===== src/rtl/ptr_unit_pkg.sv =====
package ptr_unit_pkg;
  localparam int BYTE_W   = 8;
  localparam int REG_AW   = 5;
  localparam logic [REG_AW-1:0] CTRL_A_ADDR = 5'h10;
  localparam logic [REG_AW-1:0] CTRL_B_ADDR = 5'h11;
  // control byte bit positions (the low select bit must have an empty neighbour)
  localparam int SEL0_BIT = 0;
  localparam int SEL1_BIT = 3;
  localparam int DIRL_BIT = 6;
  localparam int DIRH_BIT = 7;
  typedef logic [BYTE_W-1:0] byte_t;
endpackage


===== src/rtl/ptr_slot.sv =====
module ptr_slot #(
  parameter int BYTE_W    = 8,
  parameter int NBYTES    = 3,
  parameter int LOW_BYTES = 2,
  localparam int PW    = BYTE_W*NBYTES,
  localparam int LW    = BYTE_W*LOW_BYTES,
  localparam int BSEL_W = $clog2(NBYTES)
) (
  input  logic              clk,
  input  logic              rst_n,
  input  logic              wr_en,
  input  logic [BSEL_W-1:0] wr_byte,
  input  logic [BYTE_W-1:0] wr_data,
  input  logic              step_en,
  input  logic              dir_dn,
  input  logic              wide,
  output logic [PW-1:0]     value
);
  logic [PW-1:0] cur_q, nxt;
  logic          ld;

  always_comb begin
    nxt = cur_q;
    ld  = 1'b0;
    if (wr_en) begin
      nxt[int'(wr_byte)*BYTE_W +: BYTE_W] = wr_data;
      ld = 1'b1;
    end else if (step_en) begin
      ld = 1'b1;
      if (wide)
        nxt = dir_dn ? cur_q - PW'(1) : cur_q + PW'(1);
      else
        nxt[LW-1:0] = dir_dn ? cur_q[LW-1:0] - LW'(1) : cur_q[LW-1:0] + LW'(1);
    end
  end

  always_ff @(posedge clk or negedge rst_n) begin
    if (!rst_n)  cur_q <= '0;
    else if (ld) cur_q <= nxt;
  end

  assign value = cur_q;
endmodule


===== src/rtl/ptr_ctrl.sv =====
module ptr_ctrl
  import ptr_unit_pkg::*;
#(
  parameter int NUM_PTR = 4,
  localparam int SEL_W  = $clog2(NUM_PTR)
) (
  input  logic               clk,
  input  logic               rst_n,
  input  logic               wr_a,
  input  logic               wr_b,
  input  logic [BYTE_W-1:0]  wr_data,
  input  logic               tog_en,
  output logic [SEL_W-1:0]   sel,
  output logic [NUM_PTR-1:0] dir,
  output logic [BYTE_W-1:0]  ctrl_a,
  output logic [BYTE_W-1:0]  ctrl_b
);
  logic [SEL_W-1:0]   sel_q, sel_d;
  logic [NUM_PTR-1:0] dir_q, dir_d;
  logic               unused_bits;

  assign unused_bits = ^{wr_data[5:4], wr_data[2:1]};

  always_comb begin
    sel_d = sel_q;
    dir_d = dir_q;
    if (wr_a) begin
      sel_d    = {wr_data[SEL1_BIT], wr_data[SEL0_BIT]};
      dir_d[0] = wr_data[DIRL_BIT];
      dir_d[1] = wr_data[DIRH_BIT];
    end else if (wr_b) begin
      dir_d[2] = wr_data[DIRL_BIT];
      dir_d[3] = wr_data[DIRH_BIT];
    end else if (tog_en) begin
      sel_d[0] = ~sel_q[0];
    end
  end

  always_ff @(posedge clk or negedge rst_n) begin
    if (!rst_n) begin
      sel_q <= '0;
      dir_q <= '0;
    end else begin
      sel_q <= sel_d;
      dir_q <= dir_d;
    end
  end

  always_comb begin
    ctrl_a = '0;
    ctrl_a[SEL0_BIT] = sel_q[0];
    ctrl_a[SEL1_BIT] = sel_q[1];
    ctrl_a[DIRL_BIT] = dir_q[0];
    ctrl_a[DIRH_BIT] = dir_q[1];
    ctrl_b = '0;
    ctrl_b[DIRL_BIT] = dir_q[2];
    ctrl_b[DIRH_BIT] = dir_q[3];
  end

  assign sel = sel_q;
  assign dir = dir_q;
endmodule


===== src/rtl/ptr_rdmux.sv =====
module ptr_rdmux
  import ptr_unit_pkg::*;
#(
  parameter int NUM_PTR = 4,
  parameter int NBYTES  = 3,
  localparam int PW = BYTE_W*NBYTES
) (
  input  logic [NUM_PTR-1:0][PW-1:0] ptrs,
  input  logic [BYTE_W-1:0]          ctrl_a,
  input  logic [BYTE_W-1:0]          ctrl_b,
  input  logic [REG_AW-1:0]          rd_addr,
  output logic [BYTE_W-1:0]          rd_data
);
  always_comb begin
    rd_data = '0;
    if (rd_addr == CTRL_A_ADDR)
      rd_data = ctrl_a;
    else if (rd_addr == CTRL_B_ADDR)
      rd_data = ctrl_b;
    else if (!rd_addr[4] && (int'(rd_addr[1:0]) < NBYTES))
      rd_data = ptrs[rd_addr[3:2]][int'(rd_addr[1:0])*BYTE_W +: BYTE_W];
  end
endmodule


===== src/rtl/ptr_unit.sv =====
module ptr_unit
  import ptr_unit_pkg::*;
#(
  parameter int NUM_PTR = 4,
  parameter int NBYTES  = 3,
  localparam int PW    = BYTE_W*NBYTES,
  localparam int SEL_W = $clog2(NUM_PTR)
) (
  input  logic              clk,
  input  logic              rst_n,
  input  logic              wr_en,
  input  logic [REG_AW-1:0] wr_addr,
  input  logic [BYTE_W-1:0] wr_data,
  input  logic [REG_AW-1:0] rd_addr,
  output logic [BYTE_W-1:0] rd_data,
  input  logic              step_stb,
  input  logic              tog_stb,
  input  logic              wide_mode,
  output logic [PW-1:0]     mem_addr
);
  // reset: asserted at once, released on the clock
  logic rst_m_q, rst_sync_n;
  always_ff @(posedge clk or negedge rst_n) begin
    if (!rst_n) begin
      rst_m_q    <= 1'b0;
      rst_sync_n <= 1'b0;
    end else begin
      rst_m_q    <= 1'b1;
      rst_sync_n <= rst_m_q;
    end
  end

  logic                      step_go, tog_go, wr_a, wr_b, ptr_wr;
  logic [SEL_W-1:0]          sel_q;
  logic [NUM_PTR-1:0]        dir_q;
  logic [BYTE_W-1:0]         ctrl_a, ctrl_b;
  logic [NUM_PTR-1:0][PW-1:0] ptrs;
  logic [PW-1:0]             act_ptr;
  logic                      act_dir;

  assign step_go = step_stb & ~wr_en;
  assign tog_go  = tog_stb  & ~wr_en;
  assign wr_a    = wr_en & (wr_addr == CTRL_A_ADDR);
  assign wr_b    = wr_en & (wr_addr == CTRL_B_ADDR);
  assign ptr_wr  = wr_en & ~wr_addr[4] & (int'(wr_addr[1:0]) < NBYTES);

  ptr_ctrl #(.NUM_PTR(NUM_PTR)) u_ctrl (
    .clk(clk), .rst_n(rst_sync_n), .wr_a(wr_a), .wr_b(wr_b),
    .wr_data(wr_data), .tog_en(tog_go), .sel(sel_q), .dir(dir_q),
    .ctrl_a(ctrl_a), .ctrl_b(ctrl_b)
  );

  for (genvar g = 0; g < NUM_PTR; g++) begin : g_slot
    ptr_slot #(.BYTE_W(BYTE_W), .NBYTES(NBYTES), .LOW_BYTES(2)) u_slot (
      .clk(clk), .rst_n(rst_sync_n),
      .wr_en(ptr_wr && (int'(wr_addr[3:2]) == g)),
      .wr_byte(wr_addr[1:0]),
      .wr_data(wr_data),
      .step_en(step_go && (int'(sel_q) == g)),
      .dir_dn(dir_q[g]),
      .wide(wide_mode),
      .value(ptrs[g])
    );
  end

  ptr_rdmux #(.NUM_PTR(NUM_PTR), .NBYTES(NBYTES)) u_rd (
    .ptrs(ptrs), .ctrl_a(ctrl_a), .ctrl_b(ctrl_b),
    .rd_addr(rd_addr), .rd_data(rd_data)
  );

  assign act_ptr  = ptrs[sel_q];
  assign act_dir  = dir_q[sel_q];
  assign mem_addr = wide_mode ? act_ptr : {{(PW-16){1'b0}}, act_ptr[15:0]};
endmodule


===== config.mk =====
export PLATFORM = sky130hd
export DESIGN_NAME = ptr_unit
export DESIGN_NICKNAME = d
export VERILOG_FILES = /design/src/rtl/ptr_unit_pkg.sv /design/src/rtl/ptr_slot.sv /design/src/rtl/ptr_ctrl.sv /design/src/rtl/ptr_rdmux.sv /design/src/rtl/ptr_unit.sv
export SDC_FILE = /design/constraint.sdc
export NUM_CORES = 1
export LEC_CHECK = 0
export BUFFER_PORTS_ARGS = -buffer_cell sky130_fd_sc_hd__buf_2
export CELL_PAD_IN_SITES_DETAIL_PLACEMENT = 1
export CELL_PAD_IN_SITES_GLOBAL_PLACEMENT = 2
export CORE_ASPECT_RATIO = 2
export CORE_MARGIN = 5
export CORE_UTILIZATION = 43
export DETAILED_ROUTE_END_ITERATION = 10
export PLACE_DENSITY_LB_ADDON = 0.05
export SLEW_MARGIN = 40
export SYNTH_ARGS = -nofsm -noshare
export SYNTH_HDL_FRONTEND = slang
export SYNTH_HIERARCHICAL = 1
export SYNTH_SLANG_ARGS = --single-unit

===== constraint.sdc =====
create_clock -name clk -period 6.3 [get_ports clk]
set_clock_uncertainty 0.05 [all_clocks]
set_input_delay 0.63 -clock clk [delete_from_list [all_inputs] [get_ports clk]]
set_output_delay 0.63 -clock clk [all_outputs]
set_load 0.02 [all_outputs]

==> results.md <==
- Status: finished, final reports clean
- Worst path required time: between 5000 and 6000 ps
- Die Ht: between 200 and 250 µm
- CTS tree: built
- Row count: 86
- Wire per inst: around 28 µm
- Setup violations, final: 0
- Fraction of layout cells with a size suffix above 1: 11.1%
- Vias in the first global route: 12,501
- Remaining Overflow, GRT: 0
- Hold Crit Class: reg2async
- Worst r2r dst: g_slot[1].u_slot/value[23]$_DFFE_PN0P_
- Post-CTS Setup Bufs: 0
- Reg2reg setup slack: 3100 ps
- Layout fillers: roughly 3,400
- Worst-margin pin slew: between 700 and 800 ps
- FFs w/ async S/R, synth: 100%
- Unique masters post-synth: 103
- Fin. Hold Viols: 0
- Residual DRC: 0
- Clk slew on worst S/H paths: 70 ps
- Ranking of synthesized cells by area: dfrtp_1 (22%), ha_1 (10%), a21oi_1 (5.6%), mux2i_1 (5.2%), nor2_1 (3.7%)
- Area leader, netlist: dfrtp_1
- Max Clock Freq: 297 MHz
- FF+latch count, synth: 104
- Maximum VDD drop: between 0.15 and 0.2 mV
- Cells after synthesis: 1,415
- First-pass GRT wire length: 75,400 µm
- Post-detailed-route via-to-cell ratio: 6.57
- Largest net degree at the start of global routing: between 50 and 60
- Setup TNS: 0 ps
- Final wirelength: ~50,000 µm
- Tcrit/Tclk final: between 50% and 60%
- Antenna Nets Post-Route: 0
- CTS root buf: clkbuf_16
- Internal: between 0.003 and 0.004 W
- Core ar.: 27,500 µm²
- I/O Buffers: 55
- Via count: approximately 12,000
- CP Max Fanout: 24
- Worst Reg-to-Reg Cells: 10
- P&R area growth vs syn: 6.39%
- Final Util: 46.1%
- RSZ-0062 raised after global routing: no
- Die Area: about 31,000 µm²
- Die width: 128 µm
- GPL Wtd Cong: 0.958
- Synth top area share: between 20% and 30%
- Max-cap violations: 0
- GRT Overall Usage: 31.7%
- Post-synth EDFFs: 0
- Initial Utilization: 43.4%
- Clock Latency Late Sink: 380 ps
- Slew Limit Fails: 0
- Post-Syn Area: 11,900 µm²
- Post-DP HPWL: between 30,000 and 40,000 µm
- Pwr Density: about 530 nW/µm²
- Crit end category: primary output
- Nets@finish: 1,551
- # clock sinks: 104
- Slew HR: 45.8%
- Switch Pwr: 0.00359 W
- Post-synth top flop: dfrtp_1
- Crit path arrival time: ~2700 ps
- Net Sw Frac: 53.6%
- Syn Area/Cell: ~8.4 µm²
- Synth warnings: 6
- Most common cell after layout, fill and taps aside: a21oi_1
- Worst R2R Start: u_ctrl/dir[1]$_DFFE_PN0P_
- Num ports: 56
- PostCTS Resize Cnt: 0
- Antenna violations before repair: 0
- Fin crit period: 3370 ps
- Iter 0 DRT Violations: 613
- Diode count: 0
- Sequential area share after synthesis: 21.8%
- CTS Buf Count: 9
- Maximum clock insertion buffer count: 2
- First-pass iteration count of the detailed router: 5
- Leakage power: 5.48 nW
- Crit path launch type: input pin
- Commonest cells after routing, fill and taps aside: a21oi_1 (134), nor2_1 (118), nand2_1 (105), dfrtp_1 (101), ha_1 (100)
- H-tree lvl count: 3
- Crit path kind: in2out
- Clock network fraction of total power: 8.9%
- Seq pwr share: roughly a quarter
- Combinational Power Share: about two thirds
[cells in the mapped netlist (10+ instances only)]
cell type / instances
xnor2_1: 34
nor2b_1: 19
a22oi_1: 53
nor4_1: 10
buf_2: 12
o21ai_0: 53
o22ai_1: 18
nand3_1: 21
nand3b_1: 13
inv_1: 48
nand2_1: 105
a21oi_1: 134
a21o_1: 40
nand4_1: 17
a31oi_1: 15
clkbuf_1: 36
o21ai_1: 42
mux4_2: 12
nor3_1: 25
o21a_1: 18
ha_1: 100
dfrtp_1: 104
mux2i_1: 62
buf_4: 16
nand2b_1: 13
xor2_1: 22
o211ai_1: 17
nor2_1: 118
o21bai_1: 10
a211oi_1: 10
[cells by family after synthesis]
group,Yosys count,synth area share (%)
buffers and inverters,132,5.45
XOR/XNOR,56,4.11
flip-flops,104,21.8
adder cells (fa/ha/maj),104,11.1
multiplexers,88,9.78
AND/OR/NAND/NOR,412,17.8
AO/OA/AOI/OAI,517,29.9
other,2,0.0629
[through the flow]
step	hold WS (ps)	worst slack (ps)	instance area (µm²)	std cells	power, W
2_1_floorplan	281	3140	12000	1424	0.00465
3_3_place_gp	289	2930	12400	1762	0.00596
3_5_place_dp	304	2800	12400	1762	0.00605
4_1_cts	322	2970	12700	1779	0.00667
5_1_grt	199	2870	12700	1780	0.00718
6_report	171	2930	12700	1780	0.00670
[per-layer routing]
layer  up-vias  GRT usage, %  share of wire, %
met1      5884          32.7                36
met2       294          56.4                51
met4         0          24.6               9.4
li1       5363             -                 -
met5         -             0                 0
met3       160          4.22               3.3
[final cells by class]
class	instances	area, µm²	share of cell area [%]
flip-flops and latches	104	2610	20.5
repair buffers	69	395	3.11
multi-input cells	1188	8790	69.1
clock inverters	4	52.6	0.413
inverters	51	191	1.51
well taps	352	440	3.46
clock buffers	12	236	1.86
[sequential cells by signal, indices dropped and copies added, names as in the netlist]
register and flops:
g_slot.u_slot/value 96, rst_m_q 1, rst_sync_n 1, u_ctrl/dir 4
u_ctrl/sel 2
[worst max-delay path by stage]
stage | from | endpoint | depth (start not counted)
after floorplan | rst_sync_n$_DFF_PN0_ | g_slot[0].u_slot/value[0]$_DFFE_PN0P_ | 0
after global placement | wr_addr[0] | g_slot[2].u_slot/value[22]$_DFFE_PN0P_ | 9
after CTS | rd_addr[2] | rd_data[4] | 7
after global routing | rd_addr[2] | rd_data[4] | 7
final | rd_addr[2] | rd_data[5] | 6
after detailed placement | wr_addr[0] | g_slot[2].u_slot/value[22]$_DFFE_PN0P_ | 9
[power by group through the flow]
| stage | clock [W] | sequential (W) | combinational, W |
|---|---|---|---|
| finish | 0.000593 | 0.00160 | 0.00451 |
| global route | 0.000630 | 0.00161 | 0.00495 |
| CTS | 0.000612 | 0.00158 | 0.00448 |
| detailed placement | 0 | 0.00160 | 0.00445 |
| global placement | 0 | 0.00159 | 0.00437 |
| floorplan | 0 | 0.00120 | 0.00345 |
[critical path, cell delays in order]
cell	delay (ps)
buf_2	590
mux2i_1	190
a221oi_1	590
o21ai_0	320
o221ai_1	140
buf_2	200
[repair_timing]
item | CTS | global route
hold buffers | 1 | 0
endpoints found under the hold margin | 2 | 0
endpoints found under the setup margin | 0 | 0
Note: power is estimated with default switching activity, not from simulation.
